**config.mk**
```make
export PLATFORM = sky130hd
export DESIGN_NAME = wake_vector_sel
export DESIGN_NICKNAME = d
export VERILOG_FILES = /design/src/rtl/wake_vector_sel.sv
export SDC_FILE = /design/constraint.sdc
export NUM_CORES = 1
export LEC_CHECK = 0
export BUFFER_PORTS_ARGS = -buffer_cell sky130_fd_sc_hd__buf_2
export CORE_ASPECT_RATIO = 1.2
export CORE_MARGIN = 1.5
export CORE_UTILIZATION = 35
export CTS_CLUSTER_SIZE = 28
export DETAILED_ROUTE_END_ITERATION = 6
export SLEW_MARGIN = 40
export SYNTH_ARGS = -nofsm -noshare
export SYNTH_HDL_FRONTEND = slang
export SYNTH_SLANG_ARGS = --single-unit
```
**constraint.sdc**
```tcl
create_clock -name clk -period 12.1 [get_ports clk]
set_input_delay 2.42 -clock clk [delete_from_list [all_inputs] [get_ports clk]]
set_output_delay 2.42 -clock clk [all_outputs]
set_load 0.02 [all_outputs]
```
**src/rtl/wake_vector_sel.sv**
```systemverilog
module wake_vector_sel #(
  parameter int MAX_WORDS = 2048,
  parameter int NCPU = 2,
  parameter logic [31:0] NORMAL_VEC = 32'h4000_0400,
  parameter logic [31:0] SLOW_VEC = 32'h5000_0000,
  localparam int AW = $clog2(MAX_WORDS),
  localparam int CW = AW + 2,
  localparam int PW = (NCPU > 1) ? $clog2(NCPU) : 1
) (
  input  logic          clk,
  input  logic          rst_n,
  input  logic          wake,
  input  logic [PW-1:0] cpu_sel,
  input  logic [NCPU-1:0] vsel,
  input  logic [31:0]   crc_store,
  input  logic [31:0]   entry_store,
  input  logic [CW-1:0] word_cnt,
  output logic          mem_rd,
  output logic [AW-1:0] mem_addr,
  input  logic [31:0]   mem_rdata,
  output logic [31:0]   boot_vec,
  output logic          boot_go
);

  typedef enum logic [1:0] {ST_IDLE, ST_SCAN, ST_DONE} st_t;

  st_t st;
  logic [CW-1:0] idx, cnt_q;
  logic [31:0] crc;
  logic [31:0] crc_next, crc_fin;
  logic last;

  function automatic logic [31:0] crc_word(input logic [31:0] c, input logic [31:0] w);
    logic [31:0] r;
    r = c ^ w;
    for (int i = 0; i < 32; i++)
      r = r[0] ? ((r >> 1) ^ 32'hEDB8_8320) : (r >> 1);
    return r;
  endfunction

  assign crc_next = crc_word(crc, mem_rdata);
  assign crc_fin  = ~crc_next;
  assign last     = (idx == cnt_q - CW'(1));
  assign mem_rd   = (st == ST_SCAN);
  assign mem_addr = idx[AW-1:0];

  always_ff @(posedge clk) begin
    if (!rst_n) begin
      st       <= ST_IDLE;
      idx      <= '0;
      cnt_q    <= '0;
      crc      <= 32'hFFFF_FFFF;
      boot_vec <= NORMAL_VEC;
      boot_go  <= 1'b0;
    end else if (st == ST_SCAN) begin
      crc <= crc_next;
      idx <= idx + CW'(1);
      if (last) begin
        st       <= ST_DONE;
        boot_go  <= 1'b1;
        boot_vec <= (crc_fin == crc_store) ? entry_store : NORMAL_VEC;
      end
    end else if (wake) begin
      if (!vsel[cpu_sel]) begin
        st       <= ST_DONE;
        boot_go  <= 1'b1;
        boot_vec <= SLOW_VEC;
      end else if (word_cnt == '0) begin
        st       <= ST_DONE;
        boot_go  <= 1'b1;
        boot_vec <= (crc_store == 32'h0) ? entry_store : NORMAL_VEC;
      end else if (word_cnt > CW'(MAX_WORDS)) begin
        st       <= ST_DONE;
        boot_go  <= 1'b1;
        boot_vec <= NORMAL_VEC;
      end else begin
        st       <= ST_SCAN;
        idx      <= '0;
        cnt_q    <= word_cnt;
        crc      <= 32'hFFFF_FFFF;
        boot_go  <= 1'b0;
        boot_vec <= NORMAL_VEC;
      end
    end
  end

endmodule

```
## Word level (Yosys, flattened, before mapping)

Index checks and enable logic that the tools add are counted.

- Bits in registers: 93
- Bits in latches: 0
- Bits in writable memories: 0
- Memory bits (read-only): 0
- Output and inout bits: 45
- Word-level logic and storage cells: 123
- Memories: 0

- $add $sub $neg: 2
- $mul: 0
- Div/mod/pow operators: 0
- Magnitude comparators: 2
- Eq/ne operators: 6
- Shift operators: 0
- Mux-type cells: 63
- Bitwise logic cells: 37
- Reduce and logical (&&, ||, !) cells: 7

Operators by type and width:

| operator | number |
|---|---|
| 32-bit two-way mux | 44 |
| 13-bit NOT with 14-bit output | 32 |
| 13-bit two-way mux | 5 |
| 32-bit equality test | 1 |
| 32-bit zero test | 1 |
| 32-bit NOT | 1 |
| 32-bit XOR | 1 |
| 13-bit by 1-bit adder with 13-bit output (second input constant) | 1 |
| 13-bit equality test | 1 |
| 13-bit by 12-bit greater-than comparator with 1-bit output (second input constant) | 1 |
| 13-bit zero test | 1 |
| 13-bit by 1-bit subtractor with 13-bit output (second input constant) | 1 |
| 2-bit two-way mux | 6 |
| 1-bit two-way mux | 8 |
| 5-bit AND reduction | 1 |
| 2-bit inequality test (second input constant) | 2 |
| 4-bit AND reduction | 1 |
| 2-bit nonzero test | 2 |
| 1-bit NOT | 3 |
| 2-bit by 1-bit equality test with 1-bit output (second input constant) | 1 |
| 1-bit by 2-bit < comparator with 1-bit output (second input constant) | 1 |
| 2-bit by 1-bit inequality test with 1-bit output (second input constant) | 1 |
| 2-bit AND reduction | 1 |

## Logic depth before layout (Yosys ltp)

Gate-level depths: netlist of run 1.

- Depth after elaboration: 70
- Mapped depth: 15

## Worst setup path before layout of run 1

Ideal clock, no wire load.

- Kind: input port to flip-flop
- From: input mem_rdata[8]
- To: register boot_vec[10]
- Library setup time: 122 ps
- Arrival time: 6,878 ps
- Data required time: 11,978 ps
- Slack: 5,100 ps
- Stages on the path: 12
- Cell sequence: xnor2_2 xnor3_1 xnor3_1 xnor2_4 xnor3_2 xnor3_1 xor3_1 or4_1 or4_1 nor4_4 nand3_1 o311a_1

- Longest elaborated chain between the ends: 51
- Elaborated cells between the ends (all ways): 62
- Those cells by class: 1 x eq/ne; 35 x mux; 26 x bitwise

Ends and longest elaborated chain:

| item | RTL line | text |
|---|---|---|
| start, declared | 20 | `input logic [31:0] mem_rdata,` |
| 32-bit XOR (*) | 35 | `r = c ^ w;` |
| 32-bit two-way mux (*) (2 in a row) | 37 | `r = r[0] ? ((r >> 1) ^ 32'hEDB8_8320) : (r >> 1);` |
| 13-bit NOT with 14-bit output (no source line) | - |  |
| 32-bit two-way mux (*) (7 in a row) | 37 |  |
| 13-bit NOT with 14-bit output (no source line) | - |  |
| 32-bit two-way mux (*) | 37 |  |
| 13-bit NOT with 14-bit output (no source line) | - |  |
| 32-bit two-way mux (*) (2 in a row) | 37 |  |
| (+27 left out) | - |  |
| 32-bit two-way mux (*) | 37 |  |
| 13-bit NOT with 14-bit output (no source line) | - |  |
| 32-bit two-way mux (*) | 37 |  |
| 32-bit NOT (*) | 42 | `assign crc_fin = ~crc_next;` |
| 32-bit equality test (*) | 61 | `boot_vec <= (crc_fin == crc_store) ? entry_store : NORMAL_VEC;` |
| 32-bit two-way mux (*) | 61 |  |
| 32-bit two-way mux (*) | 58 | `if (last) begin` |
| 32-bit two-way mux (*) | 55 | `end else if (st == ST_SCAN) begin` |
| end signal, assigned | 61 |  |
| end signal, assigned | 71 | `boot_vec <= (crc_store == 32'h0) ? entry_store : NORMAL_VEC;` |
| end, declared | 21 | `output logic [31:0] boot_vec,` |

Mark *: on every way between the ends. The rest lies on a longest branch, timed or not. The select of a mux whose other input is x is not followed.
A chain may end at the register's enable or synchronous reset.

## Final worst setup path of run 1

- From: input mem_rdata[2]
- To: register boot_vec[10]

- Longest elaborated chain between the ends: 51
- Elaborated cells between the ends (all ways): 67
- Those cells by class: 1 x eq/ne; 35 x mux; 31 x bitwise

Ends and longest elaborated chain:

| item | RTL line |
|---|---|
| 32-bit XOR (*) | 35 |
| 32-bit two-way mux (*) (3 in a row) | 37 |
| 13-bit NOT with 14-bit output (no source line) | - |
| 32-bit two-way mux (*) | 37 |
| 13-bit NOT with 14-bit output (no source line) | - |
| 32-bit two-way mux (*) (2 in a row) | 37 |
| 13-bit NOT with 14-bit output (no source line) | - |
| 32-bit two-way mux (*) | 37 |
| (+27 left out) | - |
| 32-bit two-way mux (*) (3 in a row) | 37 |
| 13-bit NOT with 14-bit output (no source line) | - |
| 32-bit two-way mux (*) (4 in a row) | 37 |
| 32-bit NOT (*) | 42 |
| 32-bit equality test (*) | 61 |
| 32-bit two-way mux (*) | 61 |
| 32-bit two-way mux (*) | 58 |
| 32-bit two-way mux (*) | 55 |

Marks and branches as above.

==> summary.md, run 1 <==
| Metric | Value |
|---|---|
| Status | `completed` |
| Die height | `177 microns` |
| Type of element capturing the critical path | `flip-flop` |
| Worst setup path class | `in2reg` |
| RSZ-0062 raised after global routing | `false` |
| Hold path startpoint | `cnt_q[11]` |
| Buffer and inverter count on the worst path | `2` |
| Cell chosen for the clock root | `sky130_fd_sc_hd__clkbuf_16` |
| Minimum clock period | `7.73 ns` |
| Chain of cells forming the critical path | `buf_2 -> xnor2_1 -> xnor3_1 -> xnor2_1 -> xnor2_4 -> xnor3_1 -> xnor2_2 -> xor3_1 -> or4_1 -> or4_1 -> nor4_4 -> buf_4 -> nand3_1 -> o311a_1` |
| Hold violation total from the final report | `0` |
| Post-route DRC | `0` |
| Distinct cell type count after synthesis | `59` |
| H-tree depth reported by CTS | `3` |
| RD Place Congestion | `0.946` |
| Total number of clock tree sinks | `92` |
| Post-CTS setup-driven buffer insertion count | `0` |
| Post-synthesis area per instance | `9.43 sq um` |
| Final setup vio count | `0` |
| Vias per cell | `5.35` |
| Final hold slack | `0.474 ns` |
| Number of synthesized register bits | `92` |
| Synthesized net count | `1058` |
| Worst R2R Start | `crc[1]` |
| Port bufs | `159` |
| CP arrival | `7.97 ns` |
| Largest stage delay on the critical path | `0.74 ns` |
| Period Utilization, post-route | `63.8%` |
| Area share of the largest cell type after synthesis | `20.8%` |
| Die width | `148 microns` |
| Remaining Overflow, GRT | `0` |
| Critical path peak fanout | `32` |
| Fraction of layout instances using a drive strength above 1 | `21.3%` |
| Max-capacitance violation count | `0` |
| Count of hold buffers inserted by post-cts repair | `0` |
| Pre-antenna DRT Iters | `5` |
| Start point of the critical path | `mem_rdata[2]` |
| Total of cells resized after clock tree synthesis | `0` |
| Post-synth EDFFs | `0` |
| Clock-pin slew reported for the worst setup and hold paths after clock tree synthesis | `0.07 ns` |
| Via count | `7486` |
| Normalized max-slew margin | `43.4%` |
| Startpoint Class | `primary input` |
| Setup TNS | `0 ns` |
| Hold Path Class | `reg2reg` |
| Detailed Route Iter0 Violations | `436` |
| Async set-reset flop share out of synthesis | `0%` |
| Number of antenna-violating nets in the routed design | `0` |
| Crit-path leading delay family | `XOR/XNOR gates` |
| Detail Placement HPWL | `22700 microns` |
| Synth top area cells | `sky130_fd_sc_hd__dfxtp_1 21%, sky130_fd_sc_hd__xnor2_1 18%, sky130_fd_sc_hd__xnor3_1 16%, sky130_fd_sc_hd__xor2_1 6.0%, sky130_fd_sc_hd__nand2_1 3.7%` |
| Clock tree from TritonCTS | `done` |
| Area growth from synthesis to layout | `15.7%` |
| Final max-slew violation count | `0` |
| Buffers from clock root to sink, at most | `2` |
| Total Die Area | `26300 sq um` |
| Largest net degree at the start of global routing | `52` |
| Data required time of the worst path | `12.35 ns` |
| Core ar. | `24800 sq um` |
| Slowest library cell on the worst path | `sky130_fd_sc_hd__xnor3_1` |
| Most frequent cell after synthesis | `sky130_fd_sc_hd__xnor2_1` |
| Clock latency at the later pin of the worst-skew pair | `0.36 ns` |
| Synthesis warning total | `0` |
| Layout Nets | `1184` |
| Number of global-route vias before repair | `7396` |
| Wire length after detailed routing | `28500 microns` |
| Wire length of the first global-routing pass | `43500 microns` |
| Maximum frequency from static timing analysis | `129 MHz` |
| Setup Skew | `0.0130 ns` |
| Initial core utilization | `35.7%` |
| Gate count of the mapped netlist | `941` |
| IO Pins | `160` |
| Mapped cell area | `8870 sq um` |
| Routed length per instance | `20.4 microns` |
| Initial antenna violation count | `4` |
| Global routing usage summed across all routing layers | `21.9%` |
| Floorplan row count | `63` |
| Post-synthesis sequential area ratio | `20.8%` |
| Post-synth top flop | `sky130_fd_sc_hd__dfxtp_1` |
| Number of clock buffers inserted by TritonCTS | `9` |
| Cell accounting for the most synthesized area | `sky130_fd_sc_hd__dfxtp_1` |
| Fraction of the core area covered by cells at the end of the flow | `41.3%` |
| Worst-Margin Slew | `0.846 ns` |
| Post-synth top cells | `186 x sky130_fd_sc_hd__xnor2_1, 92 x sky130_fd_sc_hd__dfxtp_1, 87 x sky130_fd_sc_hd__nand2_1` |
==> registers in the layout, summed over array words and instances, names as in the netlist <==
register	cells
idx	13
st	1
boot_vec	32
cnt_q	13
crc	32
boot_go	1
==> cell type report <==
| class | count | area, sq um |
|---|---|---|
| multi-input combinational | 784 | 6770 |
| inverter | 9 | 33.8 |
| sequential | 92 | 1840 |
| timing repair buffer | 171 | 886 |
| tap | 325 | 407 |
| clock buffer | 9 | 225 |
| antenna | 3 | 7.51 |
| clock inverter | 7 | 96.3 |
| fill | 2494 | 14600 |
==> routing by layer <==
metal / vias up / track usage (%) / wire, microns
li1: 3573 / - / -
met1: 3572 / 27.4 / 11500
met2: 291 / 37.2 / 14000
met3: 48 / 3.98 / 2030
met4: 2 / 8.95 / 992
met5: - / 0 / 7
==> worst min-delay path: stages, from the launching register on <==
cell                      delay, ns
sky130_fd_sc_hd__dfxtp_1       0.32
sky130_fd_sc_hd__nand2_1       0.05
sky130_fd_sc_hd__a21oi_1       0.05
==> path summary, 6_finish.rpt <==
path / to / slack [ns] / cells after the start
max: boot_vec[10] / 4.37 / 14
min: cnt_q[11] / 0.47 / 2
max reg2reg: boot_vec[10] / 6.18 / 13
min reg2reg: cnt_q[11] / 0.47 / 2
==> cells by family after synthesis <==
kind of cell	after synthesis	synth area share [%]
multiplexers	10	1.16
adder cells (fa/ha/maj)	2	0.282
XOR/XNOR	346	48.7
flip-flops	92	20.8
AO/OA/AOI/OAI	168	11.4
AND/OR/NAND/NOR	258	14.4
buffers and inverters	65	3.33
==> placed cells by master (no fill, tap or decap), types with 3 or more instances in the layout <==
cell	count
sky130_fd_sc_hd__xnor2_1	186
sky130_fd_sc_hd__buf_2	159
sky130_fd_sc_hd__dfxtp_1	92
sky130_fd_sc_hd__nand2_1	86
sky130_fd_sc_hd__xnor3_1	63
sky130_fd_sc_hd__xor2_1	61
sky130_fd_sc_hd__a21oi_1	54
sky130_fd_sc_hd__nand3_1	46
sky130_fd_sc_hd__o21ai_0	42
sky130_fd_sc_hd__a31oi_1	38
sky130_fd_sc_hd__nand4_1	33
sky130_fd_sc_hd__nor2_1	28
sky130_fd_sc_hd__nor3_1	15
sky130_fd_sc_hd__nor4_1	13
sky130_fd_sc_hd__xnor2_2	12
sky130_fd_sc_hd__buf_4	12
sky130_fd_sc_hd__clkbuf_16	9
sky130_fd_sc_hd__xor3_1	8
sky130_fd_sc_hd__mux2i_1	8
sky130_fd_sc_hd__inv_1	7
sky130_fd_sc_hd__nand2b_1	6
sky130_fd_sc_hd__and3_1	6
sky130_fd_sc_hd__or3_1	6
sky130_fd_sc_hd__xor2_2	6
sky130_fd_sc_hd__a221o_1	5
sky130_fd_sc_hd__or2_2	4
sky130_fd_sc_hd__xnor2_4	4
sky130_fd_sc_hd__diode_2	3
sky130_fd_sc_hd__o32ai_1	3
sky130_fd_sc_hd__xnor3_2	3
==> stage by stage <==
stage	cells	worst slack, ns	instance area, sq um
final	1400	4.37	10300
after CTS	1397	4.46	10300
after detailed placement	1381	4.12	9940
after global routing	1398	4.13	10300
after floorplan	941	5.10	8870
after global placement	1381	4.14	9930
Power of run 1 is left out: the tool's default activity adds up to more than one toggle a clock period on the data nets, which glitch-free logic cannot reach.
==> run 2, diff against run 1 <==
--- a/config.mk
+++ b/config.mk
@@ -5,6 +5,7 @@
 export SDC_FILE = /design/constraint.sdc
 export NUM_CORES = 1
 export LEC_CHECK = 0
+export ABC_AREA = 1
 export BUFFER_PORTS_ARGS = -buffer_cell sky130_fd_sc_hd__buf_2
 export CORE_ASPECT_RATIO = 1.2
 export CORE_MARGIN = 1.5
==> constraint.sdc (replaced) <==
create_clock -name clk -period 7.8 [get_ports clk]
set_input_delay 1.56 -clock clk [delete_from_list [all_inputs] [get_ports clk]]
set_output_delay 1.56 -clock clk [all_outputs]
set_load 0.02 [all_outputs]
==> run 2 against run 1 <==
Clock-buffer cell count unchanged. Die area increased by 22%. Non-clock buffer count decreased by 5. Final cell count rose by 74%. Hold slack got worse by 0.017 ns. Global-route usage increased by 6.1 points. Worst setup slack lost 2.6 ns. Synthesized area increased by 23%. First-iteration DRC count up 130%. Critical endpoint is now boot_vec[9]. Highest routed layer unchanged.
==> summary.md, run 2 <==
| Metric | Value |
|---|---|
| PnR Total Power | `4.92 mW` |
| Total of cells resized after clock tree synthesis | `0` |
| Combined area of the multi-input logic cells | `8090 sq um` |
| Post-synth top flop | `sky130_fd_sc_hd__dfxtp_1` |
| Critical path capture point | `boot_vec[9]` |
| IO Pins | `160` |
| Final max-slew violation count | `0` |
| Static leakage | `6.76 nW` |
| Post-synthesis sequential area ratio | `16.9%` |
| Normalized max-slew margin | `51.4%` |
| Final setup vio count | `0` |
| Cell repeated most along the worst path | `sky130_fd_sc_hd__nand2_1` |
| Post-synth EDFFs | `0` |
| Post-synth top cells | `813 x sky130_fd_sc_hd__nand2_1, 247 x sky130_fd_sc_hd__nand3_1, 148 x sky130_fd_sc_hd__inv_1` |
| Levels on crit path | `31` |
| Startpoint Class | `primary input` |
| Type of element capturing the critical path | `flip-flop` |
| Worst R2R Start | `crc[0]` |
| Area growth from synthesis to layout | `12.4%` |
| Port bufs | `159` |
| Max-capacitance violation count | `0` |
| Layout Nets | `2155` |
| Area share of the largest cell type after synthesis | `28.0%` |
| Layout filler cell count | `3352` |
| Async set-reset flop share out of synthesis | `0%` |
| Final hold slack | `0.457 ns` |
| Fraction of layout instances using a drive strength above 1 | `20.4%` |
| Total Die Area | `32200 sq um` |
| Count of hold buffers inserted by post-cts repair | `0` |
| Wire length of the first global-routing pass | `68900 microns` |
| Worst setup path class | `in2reg` |
| Global routing usage summed across all routing layers | `28.0%` |
| Number of global-route vias before repair | `12000` |
| Synthesized net count | `2032` |
| Cell chosen for the clock root | `sky130_fd_sc_hd__clkbuf_16` |
| Minimum clock period | `6.00 ns` |
| Depth of the most critical reg-to-reg path | `30` |
| Number of antenna-violating nets in the routed design | `0` |
| Die height | `196 microns` |
| Largest registers | `boot_vec (32), crc (32)` |
| Detailed Route Iter0 Violations | `1005` |
| Die width | `164 microns` |
| CP arrival | `6.28 ns` |
| Placed standard-cell area | `12000 sq um` |
| Distinct cell type count after synthesis | `43` |
| Most frequent cells in the layout | `812 x sky130_fd_sc_hd__nand2_1, 247 x sky130_fd_sc_hd__nand3_1, 159 x sky130_fd_sc_hd__buf_2` |
| Remaining Overflow, GRT | `0` |
| Setup TNS | `0 ns` |
| Footprint of the flip-flops and latches | `1840 sq um` |
| Start point of the critical path | `mem_rdata[0]` |
| Number of clock buffers inserted by TritonCTS | `9` |
| Vias per cell | `5.32` |
| Core ar. | `30600 sq um` |
| Critical path peak fanout | `20` |
| Via count | `13000` |
| Pre-antenna DRT Iters | `5` |
| Clock tree from TritonCTS | `done` |
| Inserted Diodes | `0` |
| Data required time of the worst path | `8.09 ns` |
| Floorplan row count | `70` |
| Post-CTS setup-driven buffer insertion count | `0` |
| Buffers from clock root to sink, at most | `2` |
| Largest voltage drop on the vdd net | `0.165 mV` |
| Flop2flop setup slack | `2.76 ns` |
| Clock latency at the later pin of the worst-skew pair | `0.35 ns` |
| Detail Placement HPWL | `37400 microns` |
| Buffer and inverter count on the worst path | `5` |
| Total number of clock tree sinks | `92` |
| Largest stage delay on the critical path | `0.57 ns` |
| Gate count of the mapped netlist | `1915` |
| Most frequent cell after synthesis | `sky130_fd_sc_hd__nand2_1` |
| Routed length per instance | `18.8 microns` |
| Period Utilization, post-route | `76.9%` |
| Fraction of the core area covered by cells at the end of the flow | `40.1%` |
| Mapped cell area | `10900 sq um` |
| Post-route DRC | `0` |
| Synth top area cells | `sky130_fd_sc_hd__nand2_1 28%, sky130_fd_sc_hd__dfxtp_1 17%, sky130_fd_sc_hd__nand3_1 11%, sky130_fd_sc_hd__nand2_2 5.2%, sky130_fd_sc_hd__inv_1 5.1%` |
| Crit-path leading delay family | `simple AND/OR/NAND/NOR gates` |
| Number of synthesized register bits | `92` |
| Largest net degree at the start of global routing | `51` |
| Status | `completed` |
| Setup Skew | `0.0152 ns` |
| H-tree depth reported by CTS | `3` |
| RSZ-0062 raised after global routing | `false` |
| Slowest library cell on the worst path | `sky130_fd_sc_hd__nor2_4` |
| Maximum frequency from static timing analysis | `167 MHz` |
| Endpoint of the lowest-slack register-to-register path | `boot_vec[9]` |
| Initial core utilization | `35.7%` |
| Wire length after detailed routing | `45800 microns` |
| Worst-Margin Slew | `0.729 ns` |
| Hold violation total from the final report | `0` |
| Most common cell after layout, fill and taps aside | `sky130_fd_sc_hd__nand2_1` |
| Post-route cell area | `12300 sq um` |
| Initial antenna violation count | `4` |
| Clock-pin slew reported for the worst setup and hold paths after clock tree synthesis | `0.08 ns` |
| Cell area power density | `401 nW/um^2` |
| Post-synthesis area per instance | `5.69 sq um` |
| RD Place Congestion | `1.01` |
| Cell accounting for the most synthesized area | `sky130_fd_sc_hd__nand2_1` |
| Synthesis warning total | `0` |
| Hold Path Class | `reg2reg` |
## run 2: cell count changes after synthesis, moves of 24 or more
cell,before,now
sky130_fd_sc_hd__a21oi_2,0,29
sky130_fd_sc_hd__inv_1,7,148
sky130_fd_sc_hd__inv_2,0,27
sky130_fd_sc_hd__nand2_1,87,813
sky130_fd_sc_hd__nand2_2,0,90
sky130_fd_sc_hd__nand3_1,46,247
sky130_fd_sc_hd__nand3_2,0,24
sky130_fd_sc_hd__nand3b_2,0,29
sky130_fd_sc_hd__xnor2_1,186,16
sky130_fd_sc_hd__xnor3_1,63,0
## run 2: area by class of cell
cell class,count,area share (%)
Inverter,179,5.53
Clock inverter,7,0.653
Multi-Input combinational cell,1590,66.0
Sequential cell,92,15.0
Clock buffer,9,1.84
Tap cell,396,4.04
Timing Repair Buffer,166,6.92
## run 2: report_power, final
| part | internal [mW] | total [mW] | switching [mW] |
|---|---|---|---|
| registers | 0.493 | 0.511 | 0.0182 |
| logic | 1.03 | 3.95 | 2.92 |
| clock network | 0.228 | 0.450 | 0.222 |
| total | 1.75 | 4.92 | 3.16 |
## run 2: worst min-delay path by stage
stage	startpoint	end	cells past startpoint
after floorplan	cnt_q[12]	cnt_q[12]	2
after global placement	cnt_q[12]	cnt_q[12]	2
after detailed placement	cnt_q[12]	cnt_q[12]	2
after CTS	cnt_q[12]	cnt_q[12]	2
after global routing	cnt_q[12]	cnt_q[12]	2
final	cnt_q[12]	cnt_q[12]	2
## run 2: metrics by stage
stage	instances	worst slack, ns
global placement	2423	1.61
detailed placement	2423	1.52
CTS	2439	1.88
floorplan	1915	3.45
global route	2439	1.51
finish	2439	1.80
## run 2: worst reg2reg max path, delay by kind of cell (launching register included)
family / cells / cell delay [ns]
AOI/OAI and AO/OA: 1 / 0.13
and+or+nand+nor: 25 / 3.93
buffers and inverters: 4 / 0.60
DFF: 1 / 0.34
## run 2: routing by layer
layer | wire [microns] | GRT usage, % | vias up
met1 | 18400 | 32.9 | 5903
met3 | 2970 | 4.38 | 120
met2 | 21400 | 47.7 | 488
met4 | 3000 | 16.7 | 8
met5 | 51 | 0 | -
li1 | - | - | 6457
## run 2: cells by family (layout without fill, tap and decap cells)
group / count (synthesis) / in the layout / synth area share [%]
xor gates and xnor gates: 70 / 70 / 5.76
adders and majority gates: 2 / 2 / 0.229
and+or+nand+nor: 1329 / 1329 / 57.1
buffers and inverters: 233 / 361 / 9.06
DFF: 92 / 92 / 16.9
AOI/OAI and AO/OA: 189 / 189 / 11.0
Note: power is estimated with default switching activity, not from simulation.
==> run 3, diff against run 2 <==
==> constraint.sdc (replaced) <==
create_clock -name clk -period 5.4 [get_ports clk]
set_input_delay 1.08 -clock clk [delete_from_list [all_inputs] [get_ports clk]]
set_output_delay 1.08 -clock clk [all_outputs]
set_load 0.02 [all_outputs]
==> run 3 against run 2 <==
Hold slack lost 0.00073 ns. Highest routed layer unchanged. Total power increased by 45%. Via count is 1.1% higher. Critical endpoint is now boot_vec[21]. Non-clock buffer count up 10. Sequential share of layout area decreased by 0.12 points. Worst setup slack lost 1.4 ns. Sequential cell count unchanged. Largest cell class unchanged.
==> summary.md, run 3 (same netlist as run 2, synthesis figures left out) <==
| Metric | Value |
|---|---|
| Status | `completed` |
| Cell chosen for the clock root | `sky130_fd_sc_hd__clkbuf_16` |
| Worst-Margin Slew | `0.742 ns` |
| Hold violation total from the final report | `0` |
| Endpoint with the worst hold slack | `cnt_q[12]` |
| Core ar. | `30600 sq um` |
| H-tree depth reported by CTS | `3` |
| Hold path depth | `2` |
| Detail Placement HPWL | `36300 microns` |
| Data required time of the worst path | `5.68 ns` |
| Final max-slew violation count | `0` |
| Static leakage | `6.82 nW` |
| Period Utilization, post-route | `93.1%` |
| Pre-antenna DRT Iters | `5` |
| Flop2flop setup slack | `0.87 ns` |
| Worst setup path class | `in2reg` |
| Clock tree from TritonCTS | `done` |
| Post-route DRC | `0` |
| Total Die Area | `32200 sq um` |
| Layout Nets | `2165` |
| Endpoint of the lowest-slack register-to-register path | `boot_vec[21]` |
| Fraction of layout instances using a drive strength above 1 | `20.7%` |
| Layout filler cell count | `3343` |
| Setup Skew | `0.0118 ns` |
| Number of global-route vias before repair | `12300` |
| Cell repeated most along the worst path | `sky130_fd_sc_hd__nand2_1` |
| Remaining Overflow, GRT | `0` |
| Wire length of the first global-routing pass | `67700 microns` |
| Largest stage delay on the critical path | `0.29 ns` |
| Initial antenna violation count | `5` |
| Floorplan row count | `70` |
| Fraction of the core area covered by cells at the end of the flow | `40.4%` |
| Inserted Diodes | `0` |
| Cell area power density | `578 nW/um^2` |
| Total of cells resized after clock tree synthesis | `0` |
| Via count | `13100` |
| Buffer and inverter count on the worst path | `6` |
| Number of clock buffers inserted by TritonCTS | `9` |
| RD Place Congestion | `1.04` |
| Hold path startpoint | `cnt_q[12]` |
| Startpoint Class | `primary input` |
| Global routing usage summed across all routing layers | `27.4%` |
| Number of antenna-violating nets in the routed design | `0` |
| Total number of clock tree sinks | `92` |
| Type of element capturing the critical path | `flip-flop` |
| Largest voltage drop on the vdd net | `0.230 mV` |
| Vias per cell | `5.36` |
| Crit-path leading delay family | `simple AND/OR/NAND/NOR gates` |
| Normalized max-slew margin | `50.5%` |
| Largest net degree at the start of global routing | `51` |
| Area growth from synthesis to layout | `13.4%` |
| Slowest library cell on the worst path | `sky130_fd_sc_hd__nand2_2` |
| Initial core utilization | `35.7%` |
| Die width | `164 microns` |
| Clock-pin slew reported for the worst setup and hold paths after clock tree synthesis | `0.06 ns` |
| CP arrival | `5.31 ns` |
| Port bufs | `159` |
| Maximum frequency from static timing analysis | `199 MHz` |
| Buffers from clock root to sink, at most | `2` |
| Detailed Route Iter0 Violations | `1000` |
| Final setup vio count | `0` |
| Wire length after detailed routing | `44200 microns` |
| Most frequent cells in the layout | `813 x sky130_fd_sc_hd__nand2_1, 247 x sky130_fd_sc_hd__nand3_1, 159 x sky130_fd_sc_hd__buf_2` |
| Largest registers | `boot_vec (32), crc (32)` |
| Critical path peak fanout | `11` |
| Setup TNS | `0 ns` |
| RSZ-0062 raised after global routing | `false` |
| Routed length per instance | `18.1 microns` |
| Minimum clock period | `5.03 ns` |
| Max-capacitance violation count | `0` |
| Hold Path Class | `reg2reg` |
| Die height | `196 microns` |
| Count of hold buffers inserted by post-cts repair | `0` |
| Depth of the most critical reg-to-reg path | `30` |
| Clock latency at the later pin of the worst-skew pair | `0.36 ns` |
| Worst R2R Start | `crc[0]` |
| Post-CTS setup-driven buffer insertion count | `0` |
| IO Pins | `160` |
| Most common cell after layout, fill and taps aside | `sky130_fd_sc_hd__nand2_1` |
## run 3: worst reg2reg max path: cells and delay by family, from the launching register on
kind | cells | cell delay, ns
AO/OA/AOI/OAI | 1 | 0.11
XOR/XNOR | 1 | 0.21
buffers and inverters | 5 | 0.71
flip-flops | 1 | 0.37
AND/OR/NAND/NOR | 23 | 3.06
## run 3: per-layer routing
| metal | global-route usage (%) | routed length (microns) | vias to the layer above |
|---|---|---|---|
| met3 | 4.00 | 2850 | 160 |
| met5 | 0 | 49 | - |
| met4 | 20.6 | 3700 | 8 |
| li1 | - | - | 6477 |
| met1 | 31.7 | 17500 | 5935 |
| met2 | 45.4 | 20200 | 536 |
## run 3: final cells by class
cell class	count	area (sq um)	area share (%)
repair buffers	176	948	7.67
well taps	396	495	4.01
multi-input cells	1590	8090	65.4
clock inverters	5	67.6	0.547
flip-flops and latches	92	1840	14.9
clock buffers	11	243	1.96
inverters	179	678	5.49
## run 3: stage by stage
stage | area (sq um) | cells | power [mW] | worst slack, ns | hold slack (ns)
2_1_floorplan | 10900 | 1915 | 4.57 | 1.53 | 0.431
3_3_place_gp | 12000 | 2433 | 6.31 | 0.165 | 0.443
3_5_place_dp | 12100 | 2433 | 6.34 | 0.127 | 0.444
4_1_cts | 12400 | 2449 | 7.04 | 0.472 | 0.456
5_1_grt | 12400 | 2449 | 7.72 | 0.117 | 0.478
6_report | 12400 | 2449 | 7.15 | 0.370 | 0.456
## run 3: how the worst max path moves through the flow
stage,endpoint,cells past startpoint,startpoint,slack [ns]
2_1_floorplan,boot_vec[30],34,mem_rdata[1],1.53
3_3_place_gp,boot_vec[21],31,mem_rdata[0],0.17
3_5_place_dp,boot_vec[27],31,mem_rdata[0],0.13
4_1_cts,boot_vec[21],31,mem_rdata[0],0.47
5_1_grt,boot_vec[21],31,mem_rdata[0],0.12
6_report,boot_vec[21],31,mem_rdata[0],0.37
## run 3: power breakdown
group	leakage, nW	total (mW)	switching [mW]	internal [mW]
Combinational	5.92	5.74	4.21	1.53
Sequential	0.753	0.739	0.0260	0.713
Clock	0.152	0.671	0.292	0.379
